==> src/rtl/pmpm_pkg.sv <==
package pmpm_pkg;

  // Mode field of the configuration byte (bits 4:3)
  typedef enum logic [1:0] {
    MODE_OFF   = 2'd0,
    MODE_TOR   = 2'd1,
    MODE_NA4   = 2'd2,
    MODE_NAPOT = 2'd3
  } mode_e;

  // Kind of access being checked
  typedef enum logic [1:0] {
    ACC_RD   = 2'd0,
    ACC_WR   = 2'd1,
    ACC_EX   = 2'd2,
    ACC_RSVD = 2'd3
  } acc_e;

  // Configuration byte, MSB first
  typedef struct packed {
    logic [2:0] spare;
    mode_e      mode;
    logic       perm_x;
    logic       perm_w;
    logic       perm_r;
  } cfg_t;

  localparam int GRAIN_SHIFT = 2;

endpackage

==> src/rtl/pmpm_ones_count.sv <==
module pmpm_ones_count #(
  parameter int W = 30,
  localparam int CW = $clog2(W + 1)
) (
  input  logic [W-1:0]  vec_i,
  output logic [CW-1:0] cnt_o
);

  // Length of the run of ones starting at bit 0
  function automatic logic [CW-1:0] trailing_ones(input logic [W-1:0] v);
    logic [CW-1:0] n;
    logic          run;
    n   = '0;
    run = 1'b1;
    for (int i = 0; i < W; i++) begin
      run = run & v[i];
      if (run) n = n + CW'(1);
    end
    return n;
  endfunction

  assign cnt_o = trailing_ones(vec_i);

endmodule

==> src/rtl/pmpm_region_dec.sv <==
module pmpm_region_dec
  import pmpm_pkg::*;
#(
  parameter int PAW = 32,
  localparam int RW = PAW - GRAIN_SHIFT,
  localparam int OW = $clog2(PAW + 1),
  localparam int CW = $clog2(RW + 1)
) (
  input  mode_e          mode_i,
  input  logic [RW-1:0]  addr_reg_i,
  output logic           valid_o,
  output logic           whole_o,
  output logic [PAW-1:0] base_o,
  output logic [OW-1:0]  order_o,
  output logic [PAW-1:0] keep_o
);

  logic [CW-1:0] ones_cnt;

  pmpm_ones_count #(.W(RW)) u_ones (
    .vec_i (addr_reg_i),
    .cnt_o (ones_cnt)
  );

  // Clear bits below position n
  function automatic logic [RW-1:0] clear_low(input logic [RW-1:0] v,
                                              input logic [CW-1:0] n);
    logic [RW-1:0] r;
    for (int i = 0; i < RW; i++) r[i] = (i < int'(n)) ? 1'b0 : v[i];
    return r;
  endfunction

  // Bits at or above position ord take part in the compare
  function automatic logic [PAW-1:0] keep_mask(input logic [OW-1:0] ord);
    logic [PAW-1:0] m;
    for (int i = 0; i < PAW; i++) m[i] = (i >= int'(ord));
    return m;
  endfunction

  logic [OW-1:0] napot_order;
  assign napot_order = OW'(ones_cnt) + OW'(3);

  always_comb begin
    valid_o = 1'b0;
    whole_o = 1'b0;
    base_o  = '0;
    order_o = '0;
    keep_o  = '0;
    case (mode_i)
      MODE_NA4: begin
        valid_o = 1'b1;
        base_o  = {addr_reg_i, 2'b00};
        order_o = OW'(GRAIN_SHIFT);
        keep_o  = keep_mask(OW'(GRAIN_SHIFT));
      end
      MODE_NAPOT: begin
        valid_o = 1'b1;
        if (int'(ones_cnt) == RW) begin
          whole_o = 1'b1;
          order_o = OW'(PAW);
        end else begin
          base_o  = {clear_low(addr_reg_i, ones_cnt), 2'b00};
          order_o = napot_order;
          keep_o  = keep_mask(napot_order);
        end
      end
      default: ;
    endcase
  end

endmodule

==> src/rtl/pmpm_perm_check.sv <==
module pmpm_perm_check
  import pmpm_pkg::*;
(
  input  logic perm_r_i,
  input  logic perm_w_i,
  input  logic perm_x_i,
  input  acc_e acc_type_i,
  input  logic hit_i,
  output logic perm_sel_o,
  output logic allow_o
);

  always_comb begin
    case (acc_type_i)
      ACC_RD:  perm_sel_o = perm_r_i;
      ACC_WR:  perm_sel_o = perm_w_i;
      ACC_EX:  perm_sel_o = perm_x_i;
      default: perm_sel_o = 1'b0;
    endcase
  end

  assign allow_o = hit_i & perm_sel_o;

endmodule

==> src/rtl/pmpm_region_match.sv <==
module pmpm_region_match
  import pmpm_pkg::*;
#(
  parameter int PAW = 32,
  localparam int OW = $clog2(PAW + 1)
) (
  input  logic [7:0]     cfg_i,
  input  logic [PAW-3:0] addr_reg_i,
  input  logic [PAW-1:0] acc_addr_i,
  input  logic [1:0]     acc_type_i,
  output logic           hit_o,
  output logic           allow_o,
  output logic [PAW-1:0] base_o,
  output logic [OW-1:0]  order_o
);

  cfg_t           cfg_s;
  mode_e          mode_w;
  logic           dec_valid;
  logic           dec_whole;
  logic [PAW-1:0] dec_keep;
  logic           perm_sel;
  logic [2:0]     unused_cfg_spare;

  assign cfg_s            = cfg_i;
  assign mode_w           = cfg_s.mode;
  assign unused_cfg_spare = cfg_s.spare;

  pmpm_region_dec #(.PAW(PAW)) u_dec (
    .mode_i     (mode_w),
    .addr_reg_i (addr_reg_i),
    .valid_o    (dec_valid),
    .whole_o    (dec_whole),
    .base_o     (base_o),
    .order_o    (order_o),
    .keep_o     (dec_keep)
  );

  assign hit_o = dec_valid & ((acc_addr_i & dec_keep) == base_o);

  pmpm_perm_check u_perm (
    .perm_r_i   (cfg_s.perm_r),
    .perm_w_i   (cfg_s.perm_w),
    .perm_x_i   (cfg_s.perm_x),
    .acc_type_i (acc_e'(acc_type_i)),
    .hit_i      (hit_o),
    .perm_sel_o (perm_sel),
    .allow_o    (allow_o)
  );

endmodule

==> config.mk <==
export PLATFORM = sky130hd
export DESIGN_NAME = pmpm_region_match
export DESIGN_NICKNAME = d
export VERILOG_FILES = /design/src/rtl/pmpm_pkg.sv /design/src/rtl/pmpm_ones_count.sv /design/src/rtl/pmpm_region_dec.sv /design/src/rtl/pmpm_perm_check.sv /design/src/rtl/pmpm_region_match.sv
export SDC_FILE = /design/constraint.sdc
export NUM_CORES = 1
export LEC_CHECK = 0
export BUFFER_PORTS_ARGS = -buffer_cell sky130_fd_sc_hd__buf_2
export CAP_MARGIN = 15
export CORE_MARGIN = 5
export CORE_UTILIZATION = 24
export DETAILED_ROUTE_END_ITERATION = 8
export RECOVER_POWER = 100
export SYNTH_ARGS = -nofsm -noshare
export SYNTH_HDL_FRONTEND = slang
export SYNTH_SLANG_ARGS = --single-unit
==> constraint.sdc <==
create_clock -name vclk -period 14.1
set_input_delay 0.705 -clock vclk [all_inputs]
set_output_delay 0.705 -clock vclk [all_outputs]
set_load 0.01 [all_outputs]
Word level (Yosys, flattened, before mapping)
Cells that the tools add are included.
{ "totals": {"inputBits": 72, "wordCells": 200, "ff_bits": 0} }
{ "op_classes": {"n_reduce_logical": 2, "magnitude_cmp": 62, "add_sub_neg": 30, "n_eq_ne": 6, "n_mux": 68, "bitwise_logic": 32} }
{ "op_table": {"columns": ["op", "n"], "rows": [
  ["5-bit by 1-bit adder with 5-bit output (second input constant)", 29],
  ["5-bit two-way mux", 29],
  ["32-bit case mux with 2 select lines", 2],
  ["5-bit by 6-bit greater-or-equal comparator with 1-bit output (first input constant)", 16],
  ["5-bit less-than comparator (first input constant)", 14],
  ["32-bit two-way mux", 2],
  ["4-bit by 6-bit greater-or-equal comparator with 1-bit output (first input constant)", 8],
  ["4-bit by 5-bit less-than comparator with 1-bit output (first input constant)", 8],
  ["32-bit bitwise AND", 1],
  ["32-bit equality test", 1],
  ["1-bit two-way mux", 32],
  ["1-bit bitwise AND", 31],
  ["3-bit by 6-bit greater-or-equal comparator with 1-bit output (first input constant)", 4],
  ["3-bit by 5-bit less-than comparator with 1-bit output (first input constant)", 4],
  ["1-bit by 6-bit greater-or-equal comparator with 1-bit output (first input constant)", 2],
  ["2-bit by 6-bit greater-or-equal comparator with 1-bit output (first input constant)", 2],
  ["6-bit case mux with 2 select lines", 1],
  ["1-bit by 5-bit less-than comparator with 1-bit output (first input constant)", 2],
  ["2-bit by 5-bit less-than comparator with 1-bit output (first input constant)", 2],
  ["5-bit by 2-bit adder with 6-bit output (second input constant)", 1],
  ["2-bit equality test (second input constant)", 3],
  ["6-bit two-way mux", 1],
  ["5-bit by 2-bit equality test with 1-bit output (second input constant)", 1],
  ["1-bit case mux with 3 select lines", 1],
  ["other kinds (3)", 3]
]} }

Longest topological paths before layout
{ "logic_depth": {"word_depth": 67, "mapped_depth": 79, "mapped_depth_nobuf": 76} }

Modules after synthesis
Synthesis repeated with hierarchy kept, for this count alone.
{ "unflattened": {"cells_unflattened": 835, "area_unflattened_um2": 5306.3} }
{ "modules_own_cells": {"columns": ["mod", "area_each_um2", "cells_each", "n_inst"], "rows": [
  ["pmpm_ones_count", 3405.8, 504, 1],
  ["pmpm_region_dec", 1392.6, 251, 1],
  ["pmpm_region_match", 475.5, 76, 1],
  ["pmpm_perm_check", 32.5, 4, 1]
]} }

Least setup slack after synthesis
No wires, ideal clock.
{ "synth_path": {"kind": "input port to output port", "from": "in addr_reg_i[2]", "to": "out allow_o", "stages": 72, "slack_ns": -0.918, "arrival_ns": 14.313, "path_buffers": 1, "cell_sequence": "buf_2 -> inv_1 -> a21boi_0 -> ha_1 -> nor2b_1 -> o21ai_0 -> o21ai_0 -> ha_1 -> nor2_1 -> a21oi_1 -> ha_1 -> mux2i_1 -> o221ai_1 -> a311o_1 -> nand3_1 -> nand2_1 -> ha_1 -> mux2i_1 -> [... 36 more ...] -> xnor2_1 -> or3_1 -> mux2i_1 -> o21ai_0 -> a2111o_1 -> o21a_1 -> a311oi_1 -> a21oi_1 -> xnor2_1 -> a221oi_1 -> xor3_4 -> nor2_1 -> nand2_1 -> a211oi_1 -> xor2_1 -> or4_1 -> nor4_1 -> and3_1"} }
{ "synth_between": {"elab_cells_between_ends": 185, "classes_between": "add/sub: 28; order compare: 62; eq/ne: 2; mux: 62; bitwise: 31"} }
{ "synth_rtl": {"columns": ["element", "line", "text"], "rows": [
  ["start, declared", "pmpm_region_match.sv:8", "input logic [PAW-3:0] addr_reg_i,"],
  ["1-bit bitwise AND", "pmpm_ones_count.sv:16", "run = run & v[i];"],
  ["5-bit two-way mux", "pmpm_ones_count.sv:17", "if (run) n = n + CW'(1);"],
  ["5-bit by 1-bit adder with 5-bit output", "pmpm_ones_count.sv:17", null],
  ["5-bit two-way mux", "pmpm_ones_count.sv:17", null],
  ["5-bit by 1-bit adder with 5-bit output", "pmpm_ones_count.sv:17", null],
  ["5-bit two-way mux", "pmpm_ones_count.sv:17", null],
  ["5-bit by 1-bit adder with 5-bit output", "pmpm_ones_count.sv:17", null],
  ["5-bit two-way mux", "pmpm_ones_count.sv:17", null],
  ["[... 48 more ...]", null, null],
  ["2-bit by 5-bit less-than comparator with 1-bit output", "pmpm_region_dec.sv:29", "for (int i = 0; i < RW; i++) r[i] = (i < int'(n)) ? 1'b0 : v[i];"],
  ["1-bit two-way mux", "pmpm_region_dec.sv:29", null],
  ["32-bit two-way mux", "pmpm_region_dec.sv:58", "if (int'(ones_cnt) == RW) begin"],
  ["32-bit case mux with 2 select lines (*)", "pmpm_region_dec.sv:49", "case (mode_i)"],
  ["named net base_o[4]", "pmpm_region_match.sv:13", "output logic [PAW-1:0] base_o,"],
  ["32-bit equality test (*)", "pmpm_region_match.sv:39", "assign hit_o = dec_valid & ((acc_addr_i & dec_keep) == base_o);"],
  ["1-bit bitwise AND (*)", "pmpm_region_match.sv:39", null],
  ["1-bit bitwise AND (*)", "pmpm_perm_check.sv:22", "assign allow_o = hit_i & perm_sel_o;"],
  ["end, declared", "pmpm_region_match.sv:12", "output logic allow_o,"]
]} }
The timed path passes the listed nets; every way through them passes the cells marked *.

Worst setup path in the final report
{ "layout_path": {"from": "in addr_reg_i[2]", "to": "out allow_o"} }
{ "layout_between": {"elab_chain_cells": 64, "elab_cells_between_ends": 185, "classes_between": "add/sub: 28; order compare: 62; eq/ne: 2; mux: 62; bitwise: 31"} }
{ "layout_lines": {"columns": ["element", "line", "text"], "rows": [
  ["1-bit bitwise AND", "pmpm_ones_count.sv:16", null],
  ["5-bit two-way mux", "pmpm_ones_count.sv:17", null],
  ["5-bit by 1-bit adder with 5-bit output", "pmpm_ones_count.sv:17", null],
  ["5-bit two-way mux", "pmpm_ones_count.sv:17", null],
  ["5-bit by 1-bit adder with 5-bit output", "pmpm_ones_count.sv:17", null],
  ["5-bit two-way mux", "pmpm_ones_count.sv:17", null],
  ["5-bit by 1-bit adder with 5-bit output", "pmpm_ones_count.sv:17", null],
  ["5-bit two-way mux", "pmpm_ones_count.sv:17", null],
  ["[... 48 more ...]", null, null],
  ["5-bit by 2-bit adder with 6-bit output", "pmpm_region_dec.sv:41", "assign napot_order = OW'(ones_cnt) + OW'(3);"],
  ["1-bit by 6-bit greater-or-equal comparator with 1-bit output (tied with other cells)", "pmpm_region_dec.sv:36", "for (int i = 0; i < PAW; i++) m[i] = (i >= int'(ord));"],
  ["32-bit two-way mux", "pmpm_region_dec.sv:58", null],
  ["32-bit case mux with 2 select lines", "pmpm_region_dec.sv:49", null],
  ["32-bit bitwise AND", "pmpm_region_match.sv:39", null],
  ["32-bit equality test (*)", "pmpm_region_match.sv:39", null],
  ["1-bit bitwise AND (*)", "pmpm_region_match.sv:39", null],
  ["1-bit bitwise AND (*)", "pmpm_perm_check.sv:22", null]
]} }
Every way passes the cells marked *; elsewhere a longest branch is shown, timed or not.

==> flow_metrics.py <==
metrics = {
    "synthesis": {
        "netlist.top_cell.by_area": "nand2_1",
        "synth_top_area_share": 0.0744,
        "yosys_warnings": 0,
        "synth-seq-area-share": 0,
        "synthCells": 1186,
        "yosys.cell_types.count": 102,
        "avgSynthCellArea_sq_um": 6.38,
        "syn_area_sq_um": 7570,
        "synth.area.top_cells": "nand2_1 7.4%, nor2_1 6.0%, xnor2_1 5.7%",
    },
    "pwr": {
        "power_frac_comb": 1.000,
        "p_clk_frac": 0,
        "power.switching_uw": 137,
        "power.share.sequential": 0,
        "swShare": 0.541,
        "power.internal_uw": 116,
        "power_density_nw_per_um2": 23.0,
        "p_leak_uw": 0.00454,
        "irDropWorstVdd_mv": 0.0177,
    },
    "timing": {
        "setup_slack_ps": -570,
        "fin_hold_ws_ps": 1870,
        "max_freq_ghz": 0.0682,
        "fin_setup_tns_ps": -1120,
        "period_share": 1.04,
        "finalHoldViolCount": 0,
        "drv_slew": 0,
        "setup_viol": 2,
        "min_period_ps": 14670,
        "relSlewSlack": 0.355,
        "worst_pin_slew_ps": 967,
        "rsz0062_at_grt": "true",
    },
    "routing": {
        "wl_per_cell_um": 19.7,
        "drtPass1Iterations": 6,
        "drtAntennaViolNets": 0,
        "via_per_inst": 5.76,
        "drc": 0,
        "drtIter0Drc": 1130,
        "routed_wl_um": 36800,
        "vias": 10800,
    },
    "layout": {
        "clock_buffer_count": 0,
        "insertedDiodeCount": 0,
        "final_nets": 1572,
        "regArea_sq_um": 0,
        "multiInputGateArea_sq_um": 7790,
        "area_growth_pct": 44.9,
        "nFillCells": 3286,
        "final_design_area_no_fill_sq_um": 11000,
        "drive_gt1_frac": 0.340,
        "seq_cell_count": 0,
        "final_cells": 1868,
    },
    "grt": {
        "grt_pass1_vias": 9998,
        "overflow": 0,
        "grt_max_degree": 53,
        "track_usage": 0.189,
        "antenna_found_initial": 0,
        "grt_pass1_wl_um": 55400,
    },
    "worst_setup_path": {
        "cp.required_ps": 13400,
        "arrival_ps": 13970,
        "cpMostUsedCell": "ha_1",
        "end_kind": "primary output",
        "cpPeakStageDelay_ps": 510,
        "worstPathMaxFanout": 3,
        "cp-start-kind": "input pin",
        "worstSetupPathType": "in2out",
        "critical_path.slowest_cell": "or4_1",
    },
    "flow_run": {
        "max-cap-violations": 0,
    },
    "placement": {
        "port-buffer-count": 107,
        "gp_congestion": 1.07,
        "dp_cells": 1821,
        "dpl_cell_area_sq_um": 9900,
        "hpwl_um": 28800,
        "dp_slack_ps": -1220,
    },
    "hold_path": {
        "whs_path_depth": 4,
        "hold_class": "in2out",
        "worstHoldStart": "acc_type_i[1]",
        "whs_endpoint": "allow_o",
    },
    "floorplanning": {
        "core.rowCount": 65,
        "fp.coreArea_sq_um": 31300,
        "die_w_um": 188,
        "ioPinCount": 112,
        "start_util": 0.242,
        "dieArea_sq_um": 35200,
        "die-height_um": 188,
    },
    "outcome": {
        "status": "finished, violations left",
        "violations": "negative setup slack",
    },
    "clock_network": {
        "hold_buffers": 0,
    },
}
==> critical path, delay by kind of cell <==
kind | cells | cell delay (ps)
adder cells (fa/ha/maj) | 14 | 3580
AND/OR/NAND/NOR | 25 | 3470
AO/OA/AOI/OAI | 21 | 3310
multiplexers | 6 | 1190
XOR/XNOR | 5 | 980
buffers and inverters | 6 | 680
==> worst max-delay path by stage <==
stage | startpoint | end | slack [ps] | depth (start not counted)
2_1_floorplan | addr_reg_i[0] | allow_o | 9 | 72
3_3_place_gp | addr_reg_i[0] | allow_o | -830 | 77
3_5_place_dp | addr_reg_i[2] | allow_o | -1220 | 78
4_1_cts | addr_reg_i[0] | allow_o | -350 | 76
5_1_grt | addr_reg_i[2] | allow_o | -1420 | 77
6_report | addr_reg_i[2] | allow_o | -570 | 77
==> cells in the mapped netlist, types with 8 or more instances <==
cell,instances
nor3_1,46
inv_1,38
clkbuf_1,52
or3_1,11
xnor2_1,49
mux2i_1,20
o21a_1,8
and3b_1,8
ha_1,32
a21boi_0,12
nand3b_1,9
o31ai_1,13
xnor3_1,10
o22ai_1,9
nor2_1,122
nand4_1,28
nor4_1,9
nand2_1,150
buf_2,14
nand3_1,55
a21oi_1,65
a31oi_1,24
a211oi_1,19
nand2b_1,18
o211ai_1,19
mux2_2,11
and3_1,28
and2_1,30
o21ai_0,66
xor2_1,23
nor2b_1,11
==> per-layer routing <==
metal | track usage | vias to the layer above | part of all wire
met3 | 0.0151 | 120 | 0.076
met4 | 0.0768 | 0 | 0.047
met1 | 0.250 | 5054 | 0.42
met2 | 0.318 | 609 | 0.46
li1 | - | 4977 | -
met5 | 0 | - | 0
==> power groups by stage <==
| stage | clock network (uW) | registers, uW | logic (uW) |
|---|---|---|---|
| global placement | 0 | 0 | 210 |
| floorplan | 0 | 0 | 117 |
| detailed placement | 0 | 0 | 211 |
| global route | 0 | 0 | 269 |
| finish | 0 | 0 | 253 |
| CTS | 0 | 0 | 227 |
==> cells in the final DEF, fill, tap and decap left out, types with 29 or more instances in the layout <==
cell type,n
a21oi_1,59
inv_1,37
o21ai_0,49
nor3_1,40
nor2_1,116
buf_4,230
nand2_1,142
xnor2_1,46
nand3_1,51
buf_2,95
and2_1,29
==> what timing repair did <==
item                       CTS  global route
resized for setup           58            90
pin swaps                   77            62
buffers inserted            32            19
hold endpoints to repair     0             0
setup endpoints to repair   20            36
cloned                       1             1
==> kinds of logic (layout without fill, tap and decap cells) <==
group / after synthesis / after routing / synth area share
simple gates: 568 / 568 / 0.382
compound gates: 341 / 341 / 0.309
buf+inv: 114 / 392 / 0.0633
xor+xnor: 91 / 92 / 0.137
fa+ha+maj: 37 / 37 / 0.0595
mux: 34 / 34 / 0.0488
other cells: 1 / 2 / 0.000495
==> through the flow <==
stage	util	power [uW]
2_1_floorplan	-	117
3_3_place_gp	0.316	210
3_5_place_dp	0.316	211
4_1_cts	0.333	227
5_1_grt	0.350	269
6_report	0.350	253
==> area by class of cell <==
| type | instances | share of cell area |
|---|---|---|
| Inverter | 40 | 0.0139 |
| Multi-Input combinational cell | 1074 | 0.710 |
| Timing Repair Buffer | 352 | 0.230 |
| Tap cell | 402 | 0.0459 |
No activity file was read; power rests on OpenSTA's default activity.
